## src/rtl/tlc_pkg.sv

```systemverilog
package tlc_pkg;
  localparam int NUM_CH   = 3;
  localparam int CH_D     = 0;
  localparam int CH_B2    = 1;
  localparam int CH_B1    = 2;
  localparam int LOOP_ADR = 0;
  localparam int RTN_ADR  = 1;
  localparam int CRC_ADR  = 2;

  // bit order matches register bits 3..0
  typedef struct packed {
    logic lp_b1;
    logic lp_b2;
    logic lp_all;
    logic transp;
  } loop_cfg_t;
endpackage

```

## src/rtl/tlc_regs.sv

```systemverilog
module tlc_regs
  import tlc_pkg::*;
#(
  parameter int ADDR_W = 2,
  parameter int DATA_W = 8
) (
  input  logic              clk,
  input  logic              rst_n,
  input  logic              we,
  input  logic [ADDR_W-1:0] addr,
  input  logic [DATA_W-1:0] wdata,
  output loop_cfg_t         cfg,
  output logic              crc_bit,
  output logic              rtn_fall
);
  localparam logic [ADDR_W-1:0] A_LOOP = ADDR_W'(LOOP_ADR);
  localparam logic [ADDR_W-1:0] A_RTN  = ADDR_W'(RTN_ADR);
  localparam logic [ADDR_W-1:0] A_CRC  = ADDR_W'(CRC_ADR);

  loop_cfg_t cfg_q, cfg_d;
  logic      crc_q, crc_d;
  logic      rtn_q, rtn_d;
  logic      rtn_dly_q;
  logic      upd_en;

  assign rtn_fall = rtn_dly_q & ~rtn_q;
  assign upd_en   = we | rtn_fall;

  always_comb begin
    cfg_d = cfg_q;
    crc_d = crc_q;
    rtn_d = rtn_q;
    if (rtn_fall) begin
      cfg_d = '0;
      crc_d = 1'b0;
    end
    if (we) begin
      unique case (addr)
        A_LOOP:  cfg_d = loop_cfg_t'(wdata[3:0]);
        A_RTN:   rtn_d = wdata[0];
        A_CRC:   crc_d = wdata[0];
        default: ;
      endcase
    end
  end

  always_ff @(posedge clk or negedge rst_n) begin
    if (!rst_n) begin
      cfg_q <= '0;
      crc_q <= 1'b0;
      rtn_q <= 1'b0;
    end else if (upd_en) begin
      cfg_q <= cfg_d;
      crc_q <= crc_d;
      rtn_q <= rtn_d;
    end
  end

  always_ff @(posedge clk or negedge rst_n) begin
    if (!rst_n) rtn_dly_q <= 1'b0;
    else        rtn_dly_q <= rtn_q;
  end

  assign cfg     = cfg_q;
  assign crc_bit = crc_q;
endmodule

```

## src/rtl/tlc_sel.sv

```systemverilog
module tlc_sel
  import tlc_pkg::*;
(
  input  loop_cfg_t         cfg,
  input  logic [NUM_CH-1:0] slot,
  output logic              loop_en,
  output logic              idle_en
);
  logic [NUM_CH-1:0] ch_sel;
  logic [NUM_CH-1:0] ch_loop;

  for (genvar i = 0; i < NUM_CH; i++) begin : g_ch
    if (i == CH_B1) begin : g_b1
      assign ch_sel[i] = cfg.lp_b1;
    end else if (i == CH_B2) begin : g_b2
      assign ch_sel[i] = cfg.lp_b2;
    end else begin : g_d
      assign ch_sel[i] = 1'b0;
    end
    assign ch_loop[i] = slot[i] & (cfg.lp_all | ch_sel[i]);
  end

  assign loop_en = |ch_loop;
  assign idle_en = loop_en & ~cfg.transp;
endmodule

```

## src/rtl/tlc_path.sv

```systemverilog
module tlc_path (
  input  logic clk,
  input  logic rst_n,
  input  logic loop_en,
  input  logic idle_en,
  input  logic tdm_din,
  input  logic line_rx_bit,
  output logic tdm_dout,
  output logic line_tx_bit
);
  logic dout_d, dout_q;
  logic ltx_d, ltx_q;

  always_comb begin
    dout_d = loop_en ? tdm_din : line_rx_bit;
    ltx_d  = idle_en ? 1'b1 : tdm_din;
  end

  always_ff @(posedge clk or negedge rst_n) begin
    if (!rst_n) begin
      dout_q <= 1'b0;
      ltx_q  <= 1'b0;
    end else begin
      dout_q <= dout_d;
      ltx_q  <= ltx_d;
    end
  end

  assign tdm_dout    = dout_q;
  assign line_tx_bit = ltx_q;
endmodule

```

## src/rtl/tdm_loop_ctrl.sv

```systemverilog
module tdm_loop_ctrl
  import tlc_pkg::*;
#(
  parameter int ADDR_W = 2,
  parameter int DATA_W = 8
) (
  input  logic              clk,
  input  logic              rst_n,
  input  logic              cfg_we,
  input  logic [ADDR_W-1:0] cfg_addr,
  input  logic [DATA_W-1:0] cfg_wdata,
  input  logic              b1_slot,
  input  logic              b2_slot,
  input  logic              d_slot,
  input  logic              tdm_din,
  input  logic              line_rx_bit,
  output logic              tdm_dout,
  output logic              line_tx_bit,
  output logic              crc_corrupt
);
  loop_cfg_t         loop_cfg;
  logic              rtn_fall;
  logic              loop_en;
  logic              idle_en;
  logic [NUM_CH-1:0] slot_vec;

  always_comb begin
    slot_vec        = '0;
    slot_vec[CH_B1] = b1_slot;
    slot_vec[CH_B2] = b2_slot;
    slot_vec[CH_D]  = d_slot;
  end

  tlc_regs #(.ADDR_W(ADDR_W), .DATA_W(DATA_W)) u_regs (
    .clk(clk), .rst_n(rst_n), .we(cfg_we), .addr(cfg_addr), .wdata(cfg_wdata),
    .cfg(loop_cfg), .crc_bit(crc_corrupt), .rtn_fall(rtn_fall)
  );

  tlc_sel u_sel (
    .cfg(loop_cfg), .slot(slot_vec), .loop_en(loop_en), .idle_en(idle_en)
  );

  tlc_path u_path (
    .clk(clk), .rst_n(rst_n), .loop_en(loop_en), .idle_en(idle_en),
    .tdm_din(tdm_din), .line_rx_bit(line_rx_bit),
    .tdm_dout(tdm_dout), .line_tx_bit(line_tx_bit)
  );
endmodule

```

## config.mk

```make
export PLATFORM = sky130hd
export DESIGN_NAME = tdm_loop_ctrl
export DESIGN_NICKNAME = d
export VERILOG_FILES = /design/src/rtl/tlc_pkg.sv /design/src/rtl/tlc_regs.sv /design/src/rtl/tlc_sel.sv /design/src/rtl/tlc_path.sv /design/src/rtl/tdm_loop_ctrl.sv
export SDC_FILE = /design/constraint.sdc
export NUM_CORES = 1
export LEC_CHECK = 0
export ABC_AREA = 1
export BUFFER_PORTS_ARGS = -buffer_cell sky130_fd_sc_hd__buf_4
export CORE_AREA = 2 2 39 41
export DETAILED_ROUTE_END_ITERATION = 7
export DIE_AREA = 0 0 41 43
export PLACE_DENSITY = 0.7
export REMOVE_ABC_BUFFERS = 1
export SLEW_MARGIN = 20
export SYNTH_ARGS = -nofsm -noshare
export SYNTH_HDL_FRONTEND = slang
export SYNTH_SLANG_ARGS = --single-unit
```

## constraint.sdc

```tcl
create_clock -name clk -period 2 [get_ports clk]
set_input_delay 0.2 -clock clk [delete_from_list [all_inputs] [get_ports clk]]
set_output_delay 0.2 -clock clk [all_outputs]
set_load 0.1 [all_outputs]
```

After elaboration in Yosys (flattened, before gate mapping). Index checks and enable logic that the tools add are counted.

Register bits after elaboration: 9. Output and inout bits: 3. Logic and storage cells: 32.

Equality and inequality tests: 2. Muxes and demuxes: 8. Bitwise operators: 10. Reduce and logical (&&, ||, !) cells: 3.

Operator list (number): $mux 4 (3); $and 1x1->1 (5); $mux 1 (5); $or 1x1->1 (3); $reduce_and 3->1 (1); $reduce_or 3->1 (1); $eq 2x1->1 const B (1); $eq 2x2->1 const B (1); $logic_not 2->1 (1); $not 1->1 (2).

Logic depth before layout (Yosys ltp). Gate-level depths: netlist of the first run.

Depth after elaboration: 5. Gate-level depth with buffers: 6.

Modules after synthesis. From an unflattened synthesis of the first run, not the netlist that was laid out.

Cell total of the unflattened synthesis: 54. Area total of the unflattened synthesis: 435.4 um2.

By module, submodules not included: tlc_regs (instances 1, cells an instance 37, area an instance 315.3 um2, sequential area each 175.2 um2); tlc_path (instances 1, cells an instance 7, area an instance 71.3 um2, sequential area each 50.0 um2); tlc_sel (instances 1, cells an instance 10, area an instance 48.8 um2, sequential area each 0.0 um2).

Least setup slack after synthesis of the first run. No wires, ideal clock.

Path kind: register to register. Start: register u_regs.crc_q, in the netlist u_regs.crc_bit. End: register u_regs.crc_q, in the netlist u_regs.crc_bit. Library setup time: 0.077 ns. Arrival time: 1.154 ns. Required time: 1.923 ns. Slack: 0.769 ns. Cell stages (with the launch flop): 3. Buffers on the path: 0. Period minus slack after synthesis: 1.231 ns. Cells stage by stage: dfrtp_1 > nand2_1 > a21oi_1.

Word-level cells in the longest chain between the ends: 3.

Ends and longest elaborated chain: from (decl) (RTL line tlc_regs.sv:21) `logic crc_q, crc_d;`; from (signal assigned) (RTL line tlc_regs.sv:54) `crc_q <= crc_d;`; $mux 1 (*) (RTL line tlc_regs.sv:33) `if (rtn_fall) begin`; $mux 1 (RTL line tlc_regs.sv:38) `unique case (addr)`; $mux 1 (*) (RTL line tlc_regs.sv:37) `if (we) begin`.

Mark *: on every way between the ends. The rest lies on a longest branch, timed or not. A chain may end at the register's enable or synchronous reset.

Worst setup path in the final report of the first run.
Start: register u_regs.crc_q, in the netlist u_regs.crc_bit. End: output crc_corrupt.

RTL lines: to (decl) (RTL line tdm_loop_ctrl.sv:19) `output logic crc_corrupt`.

No word-level cell between the ends.

==> flow_summary.json, run 1 <==
{
  "status": "completed",
  "cp.buffers_inverters": 1,
  "finClkSkew_ns": 0.004358,
  "required_ns": 1.80,
  "die_y_um": 43,
  "fmax_mhz": 908.1,
  "yosys.area.top_type": "dfrtp_1",
  "fin_ws_ns": 0.8989,
  "cp_cell_sequence": "buf_4",
  "ctsResizeCount": 0,
  "htreeDepth": 1,
  "overflow": 0,
  "synth_area_per_cell_um2": 7.168,
  "fin_setup_tns_ns": 0,
  "synth_cells": 70,
  "ys_ff_latch": 9,
  "num_rows": 14,
  "synth-async-reset-ratio_pct": 100.0,
  "grt_max_degree": 10,
  "synth_top_flop_cell": "dfrtp_1",
  "grt_pass1_vias": 434,
  "maxSlewHeadroom_pct": 81.65,
  "yosys-top-cells-area": "dfrtp_1 45%, nand2_1 19%, nand3_1 12%, inv_1 8.2%, nand2_4 4.5%",
  "clk_latency_ns": 0.26,
  "firstDrtPassIters": 4,
  "num_vias": 492,
  "via_per_inst": 4.598,
  "drt_iter0_markers": 9,
  "drive_above_1_share_pct": 25.27,
  "p_per_area_mw_per_mm2": 1004,
  "start_util_pct": 36.26,
  "nets": 110,
  "core_mm2": 0.001384,
  "ys_types": 12,
  "cts_buffer_depth": 2,
  "p_switching_w": 0.0002950,
  "syn_to_final_growth_pct": 35.16,
  "route.detailed.drc": 0,
  "comb_power_share_pct": 41.1,
  "cap_violations": 0,
  "die_w_um": 41,
  "startpoint_type": "flip-flop",
  "ant_nets": 0,
  "cts_root_buffer": "clkbuf_4",
  "fin_crit_ns": 1.101,
  "place_ws_ns": 1.059,
  "cts_setup_buffers": 0,
  "max_slew.worst_pin.slew_ns": 0.2775,
  "synth_common_cells": "26 x nand2_1, 12 x nand3_1, 11 x inv_1, 9 x dfrtp_1",
  "cts-hold-fix-buffers": 1,
  "grt_pass1_wl_mm": 1.545,
  "worstPathMaxFanout": 2,
  "switching_share_pct": 43.32,
  "netlist_area_um2": 501.7,
  "path_class": "reg2out",
  "setup_viol": 0,
  "instances_no_fill": 107,
  "die-area_mm2": 0.001763,
  "cts_sinks": 9,
  "crit_slowest_cell": "dfrtp_1",
  "dpl.cell_count": 102,
  "cts_buffers": 3,
  "critPathCaptureType": "primary output",
  "leakage_nw": 0.3915,
  "critPathTopFamily": "flip-flops",
  "routedWlPerCell_um": 8.991,
  "io_pins": 21,
  "ys_seq_area_share_pct": 44.89,
  "wirelength_um": 962,
  "dp_hpwl_um": 758.1,
  "worstPathArrival_ns": 0.90,
  "power_frac_clock_pct": 20.7,
  "cts_tree": "done",
  "clk_pin_slew_worst_paths_ns": 0.06,
  "placement.io_buffers": 16,
  "period_share_pct": 55.06,
  "holdCritPathClass": "in2reg",
  "vdd_drop_max_mv": 0.3052,
  "slowest_delay_ns": 0.35,
  "hold_viol_final": 0,
  "post-synth-top-area-fraction_pct": 44.89,
  "rsz0062_at_grt": "no",
  "grt_use_total_pct": 13.21,
  "p_seq_share_pct": 38.3,
  "cellInternalPower_w": 0.0003860,
  "ys_warn_count": 0,
  "synth_most_common_cell": "nand2_1",
  "insertedDiodeCount": 0,
  "synth-edff-count": 0,
  "antenna_found_initial": 0,
  "gp_congestion": 0.7849,
  "slew_violations": 0
}
-- placed cells by master, fill, tap and decap left out, drive strengths merged --
cell         Yosys  routed
nor2             3       3
dlygate4sd3      0       1
nand3           12      12
buf              0      16
o21ai            3       3
clkbuf           0       4
nand2           28      28
dfrtp            9       9
nand3b           1       1
inv             12      12
a21oi            2       2
-- layout make-up --
cell class                      instances  area [µm²]
Clock buffer                            4       26.28
Fill cell                             146       705.7
Inverter                               12       45.04
Multi-Input combinational cell         49       231.5
Sequential cell                         9       225.2
Tap cell                               16       20.02
Timing Repair Buffer                   17       130.1
-- per-layer routing --
layer	GRT usage, %	share of wire (%)
met1	15.38	43
met2	18.75	48
met3	1.571	5.9
met4	14.00	3.5
met5	0	0
-- stage by stage --
| stage | utilization, % | hold WS (ns) | power, W | area, µm² |
|---|---|---|---|---|
| 4_1_cts | 49.01 | 0.1257 | 0.0006865 | 678.2 |
| 3_5_place_dp | 46.38 | 0.02903 | 0.0005423 | 641.9 |
| 2_1_floorplan | - | -0.09559 | 0.0004667 | 501.7 |
| 5_1_grt | 49.01 | 0.1329 | 0.0007219 | 678.2 |
| 3_3_place_gp | 46.38 | 0.02869 | 0.0005364 | 641.9 |
| 6_report | 49.01 | 0.1339 | 0.0006810 | 678.2 |
-- registers in the layout, summed over array words and instances (netlist names) --
signal,cells
u_regs.rtn_q,1
u_regs.cfg,4
u_path.tdm_dout,1
u_regs.crc_bit,1
u_path.line_tx_bit,1
u_regs.rtn_dly_q,1
-- kinds of logic after synthesis --
| group | Yosys count | synth area share [%] |
|---|---|---|
| compound gates | 5 | 4.987 |
| simple gates | 44 | 41.15 |
| buf+inv | 12 | 8.977 |
| flops | 9 | 44.89 |
-- power groups by stage --
stage / sequential (W) / combinational, W / clock (W)
2_1_floorplan: 0.000369 / 0.0000974 / 0
3_3_place_gp: 0.000261 / 0.000275 / 0
3_5_place_dp: 0.000263 / 0.000279 / 0
4_1_cts: 0.000261 / 0.000281 / 0.000145
5_1_grt: 0.000266 / 0.000303 / 0.000153
6_report: 0.000260 / 0.000280 / 0.000141
-- final timing paths --
path                                 from                 end  slack, ns  cells past startpoint
max                        u_regs.crc_bit         crc_corrupt       0.90                      1
min                               tdm_din  u_path.line_tx_bit       0.13                      3
max reg2reg                  u_regs.rtn_q       u_regs.cfg[3]       1.05                      6
min reg2reg                  u_regs.rtn_q    u_regs.rtn_dly_q       0.41                      0
max in group asynchronous           rst_n      u_regs.crc_bit       1.58                      2
min in group asynchronous           rst_n     u_path.tdm_dout       0.29                      2
Note: power is estimated with default switching activity, not from simulation.
==> run 2: changes to the inputs <==
- ABC_AREA: 1 -> 0
- PLACE_DENSITY: 0.7 -> 0.64
- clock period: 2 -> 1.1 ns (I/O delays scaled with it)
==> flow_summary.json, run 2 <==
{
  "status": "completed",
  "clk_pin_slew_worst_paths_ns": 0.06,
  "required_ns": 1.24,
  "met2_usage_pct": 9.688,
  "cts_buffer_depth": 2,
  "via_per_inst": 4.260,
  "firstDrtPassIters": 4,
  "yosys-top-cells-area": "dfrtp_1 53%, nand3_2 9.4%, o21ai_2 8.2%, inv_1 4.4%, nand2b_4 3.2%",
  "clk_latency_ns": 0.26,
  "fmax_mhz": 952.7,
  "drive_above_1_share_pct": 57.38,
  "worstSetupStartpoint": "u_regs.cfg[2]",
  "wirelength_um": 769,
  "rsz0062_at_grt": "no",
  "synth-edff-count": 0,
  "n_fill_cell": 136,
  "placement.io_buffers": 16,
  "route.detailed.drc": 0,
  "critPathCaptureType": "flip-flop",
  "ys_ff_latch": 9,
  "startpoint_type": "flip-flop",
  "htreeDepth": 1,
  "vdd_drop_max_mv": 0.5126,
  "period_share_pct": 95.43,
  "path_class": "reg2reg",
  "cts_tree": "done",
  "hold_viol_final": 0,
  "max_slew.worst_pin.slew_ns": 0.2777,
  "die-area_mm2": 0.001763,
  "dpl-instance-area_um2": 576.8,
  "power_w": 0.0009960,
  "leakage_nw": 0.3201,
  "drt_iter0_markers": 3,
  "cts_root_buffer": "clkbuf_4",
  "synth_area_per_cell_um2": 11.50,
  "cts_sinks": 9,
  "synth_most_common_cell": "dfrtp_1",
  "largest_register_ffs": 4,
  "ys_seq_area_share_pct": 52.94,
  "worstPathMaxFanout": 2,
  "synth_top_flop_cell": "dfrtp_1",
  "ys_warn_count": 0,
  "num_vias": 328,
  "grt_pass1_wl_mm": 1.104,
  "synth-async-reset-ratio_pct": 100.0,
  "die_y_um": 43,
  "busiest_layer": "met1",
  "cts_buffers": 3,
  "reg2reg_from": "u_regs.cfg[2]",
  "fin_area_um2": 633.1,
  "die_w_um": 41,
  "fin_crit_ns": 1.050,
  "use_met3_pct": 3.141,
  "netlist_area_um2": 425.4,
  "io_pins": 21,
  "num_rows": 14,
  "insertedDiodeCount": 0,
  "finClkSkew_ns": 0.004198,
  "holdCritStartpoint": "tdm_din",
  "syn_to_final_growth_pct": 48.82,
  "ys_types": 16,
  "p_per_area_mw_per_mm2": 1573,
  "holdCritPathClass": "in2reg",
  "overflow": 0,
  "final_util_pct": 45.75,
  "antenna_found_initial": 0,
  "synth_common_cells": "9 x dfrtp_1, 5 x inv_1, 4 x nand3_2, 4 x o21ai_2, 3 x nand2_1",
  "grt_use_total_pct": 9.736,
  "mostFrequentLayoutCells": "20 x buf_4, 9 x dfrtp_1, 5 x o21ai_2, 5 x nand3_2, 5 x inv_1",
  "nets": 80,
  "slew_violations": 0,
  "yosys.area.top_type": "dfrtp_1",
  "worstPathArrival_ns": 1.19,
  "routedWlPerCell_um": 9.987,
  "cap_violations": 0,
  "post-synth-top-area-fraction_pct": 52.94,
  "gp_congestion": 0.6644,
  "synth_cells": 37,
  "setup_viol": 0,
  "maxSlewHeadroom_pct": 81.64,
  "grt_max_degree": 10,
  "fin_setup_tns_ns": 0,
  "core_mm2": 0.001384,
  "grt_pass1_vias": 262,
  "grt_use_met1_pct": 14.62,
  "mostFrequentLayoutCell": "buf_4",
  "ant_nets": 0,
  "start_util_pct": 30.74
}
[run 2: path summary, 6_finish.rpt]
kind                       depth (start not counted)  slack [ns]                 end
min in group asynchronous                          2        0.21       u_regs.cfg[0]
hold reg to reg                                    0        0.41    u_regs.rtn_dly_q
setup / recovery                                   3        0.05     u_path.tdm_dout
setup reg to reg                                   3        0.05     u_path.tdm_dout
hold / removal                                     2        0.05  u_path.line_tx_bit
max in group asynchronous                          2        0.76    u_regs.rtn_dly_q
[run 2: final cells by class]
| class | count | area [µm²] | area share [%] |
|---|---|---|---|
| sequential | 9 | 225.2 | 35.57 |
| multi-input combinational | 22 | 182.7 | 28.85 |
| timing repair buffer | 21 | 160.2 | 25.30 |
| clock buffer | 4 | 26.28 | 4.150 |
| tap | 16 | 20.02 | 3.162 |
| inverter | 5 | 18.77 | 2.964 |
[run 2: power breakdown]
group / leakage, nW / internal [W] / switching, W / total, W
Sequential: 0.113 / 0.000380 / 0.0000290 / 0.000409
Combinational: 0.192 / 0.000128 / 0.000210 / 0.000338
Clock: 0.0150 / 0.000139 / 0.000110 / 0.000249
Total: 0.320 / 0.000648 / 0.000348 / 0.000996
[run 2: repair_timing]
item                                    in CTS  in global routing
hold buffers                                 1                  0
setup buffers                                0                  1
hold endpoints to repair                     9                  0
endpoints found under the setup margin       0                  1
resized for setup                            0                  3
[run 2: logic make-up (layout without fill, tap and decap cells)]
logic type / after synthesis / in the layout / synth area share [%]
DFF: 9 / 9 / 52.94
muxes: 1 / 1 / 2.647
buffers and inverters: 6 / 30 / 7.059
and+or+nand+nor: 11 / 11 / 20.29
AOI/OAI and AO/OA: 10 / 10 / 17.06
[run 2: critical path, stage by stage (launching register included)]
cell and delay [ns]:
dfrtp_1 0.39, o21ai_2 0.15, nand3_2 0.09, mux2_4 0.30
[run 2: stage by stage]
step           std cells  hold slack, ns  setup WS (ns)
3_3_place_gp          71        -0.06082       0.009202
2_1_floorplan         36         -0.1856        -0.1647
4_1_cts               76         0.03537       0.004490
6_report              77         0.04539        0.05031
5_1_grt               77         0.05902       0.005001
3_5_place_dp          71        -0.05962        0.01470
[run 2: routing by layer]
metal	part of all wire (%)	routed length (µm)
met3	7.0	54
met1	44	337
met2	46	352
met5	0	0
met4	3.1	24
==> run 3: changes to the inputs <==
- CELL_PAD_IN_SITES_DETAIL_PLACEMENT: default -> 1
- CELL_PAD_IN_SITES_GLOBAL_PLACEMENT: default -> 1
- CORE_AREA: 2 2 39 41 -> default
- CORE_MARGIN: default -> 2
- CORE_UTILIZATION: default -> 31
- DIE_AREA: 0 0 41 43 -> default
- PLACE_DENSITY: 0.64 -> 0.79
==> flow_summary.json, run 3 (synthesis results as in run 2) <==
{
  "comb_power_share_pct": 34.7,
  "grt_use_total_pct": 14.64,
  "die-area_mm2": 0.001685,
  "regArea_um2": 225.2,
  "n_fill_cell": 142,
  "p_per_area_mw_per_mm2": 1601,
  "period_share_pct": 101.4,
  "nets": 82,
  "whs_ns": 0.03331,
  "required_ns": 1.24,
  "dpl.cell_count": 70,
  "busiest_layer": "met2",
  "cts_buffer_depth": 2,
  "slew_violations": 0,
  "htreeDepth": 1,
  "die_w_um": 41.05,
  "fin_crit_ns": 1.115,
  "violations": "negative setup slack",
  "grt_pass1_wl_mm": 1.386,
  "io_pins": 21,
  "cts_root_buffer": "clkbuf_4",
  "finClkSkew_ns": 0.004964,
  "hold_viol_final": 0,
  "start_util_pct": 33.11,
  "cts_sinks": 9,
  "fin_setup_tns_ns": -0.01539,
  "ant_nets": 0,
  "multiInputGateArea_um2": 170.2,
  "largest_register_ffs": 4,
  "fmax_mhz": 896.5,
  "placement.io_buffers": 16,
  "rsz0062_at_grt": "yes",
  "use_met3_pct": 4.891,
  "wirelength_um": 980,
  "critPathCaptureType": "flip-flop",
  "grt_max_degree": 10,
  "power_w": 0.001015,
  "core_mm2": 0.001285,
  "cap_violations": 0,
  "leakage_nw": 0.3211,
  "drive_above_1_share_pct": 53.97,
  "clk_pin_slew_worst_paths_ns": 0.06,
  "vdd_drop_max_mv": 0.5919,
  "power_frac_clock_pct": 25.0,
  "routedWlPerCell_um": 12.56,
  "worstPathArrival_ns": 1.26,
  "final_util_pct": 49.37,
  "cellInternalPower_w": 0.0006546,
  "gp_congestion": 0.6527,
  "p_seq_share_pct": 40.3,
  "die_y_um": 41.05,
  "p_switching_w": 0.0003609,
  "path_class": "reg2reg",
  "status": "finished, violations left",
  "antenna_found_initial": 0,
  "instances_no_fill": 78,
  "num_rows": 13,
  "route.detailed.drc": 0,
  "grt_pass1_vias": 334,
  "mostFrequentLayoutCell": "buf_4",
  "fin_ws_ns": -0.01539,
  "mostFrequentLayoutCells": "22 x buf_4, 9 x dfrtp_1, 5 x inv_1, 4 x nand3_2, 4 x o21ai_2",
  "cts_buffers": 3,
  "clk_latency_ns": 0.26,
  "insertedDiodeCount": 0,
  "setup_viol": 1,
  "switching_share_pct": 35.54,
  "met2_usage_pct": 21.48,
  "max_slew.worst_pin.slew_ns": 0.2795,
  "num_vias": 350,
  "via_per_inst": 4.487,
  "syn_to_final_growth_pct": 49.12,
  "holdCritPathClass": "in2reg",
  "firstDrtPassIters": 2,
  "maxSlewHeadroom_pct": 81.52,
  "grt_use_met1_pct": 14.80,
  "overflow": 0,
  "drt_iter0_markers": 1,
  "cts_tree": "done",
  "worstPathMaxFanout": 3,
  "startpoint_type": "flip-flop"
}
run 3: through the flow:
stage | cell area, µm² | worst slack [ns]
after floorplan | 414.1 | -0.1647
after global placement | 575.6 | 0.02217
after detailed placement | 575.6 | 0.002060
after CTS | 619.3 | 0.009996
after global routing | 634.4 | -0.06305
final | 634.4 | -0.01539
run 3: worst max-delay path, cell delays in order (launching register included):
cell,delay (ns)
dfrtp_1,0.40
o21ai_1,0.15
nand3_1,0.13
mux2_1,0.33
run 3: worst paths after layout:
| path | startpoint | to | slack (ns) | cells past startpoint |
|---|---|---|---|---|
| worst max-delay path | u_regs.cfg[1] | u_path.tdm_dout | -0.02 | 3 |
| worst min-delay path | tdm_din | u_path.line_tx_bit | 0.03 | 2 |
| worst max register to register | u_regs.cfg[1] | u_path.tdm_dout | -0.02 | 3 |
| worst min register to register | u_regs.rtn_q | u_regs.rtn_dly_q | 0.40 | 0 |
| max in group asynchronous | rst_n | u_regs.rtn_q | 0.76 | 2 |
| min in group asynchronous | rst_n | u_regs.cfg[3] | 0.20 | 2 |
run 3: power groups by stage:
stage	Combinational, W	Clock [W]	Sequential, W
final	0.000353	0.000254	0.000409
after global routing	0.000379	0.000288	0.000415
after CTS	0.000337	0.000268	0.000411
after detailed placement	0.000323	0	0.000416
after global placement	0.000315	0	0.000414
after floorplan	0.0000919	0	0.000537
run 3: what timing repair did:
| item | CTS | global route |
|---|---|---|
| pin swaps | 2 | 0 |
| setup buffers | 1 | 2 |
| setup endpoints to repair | 1 | 2 |
| resized for setup | 0 | 0 |
| hold endpoints to repair | 9 | 0 |
| hold buffers | 1 | 0 |
run 3: metal layers:
layer | wire, µm | up-vias
met5 | 0 | -
met4 | 43 | 0
met3 | 58 | 4
li1 | - | 177
met2 | 457 | 13
met1 | 420 | 156
run 3: layout make-up:
cell class / instances / area share [%]
well taps: 15 / 2.959
inverters: 5 / 2.959
multi-input cells: 22 / 26.82
clock buffers: 4 / 4.142
flip-flops and latches: 9 / 35.50
repair buffers: 23 / 27.61
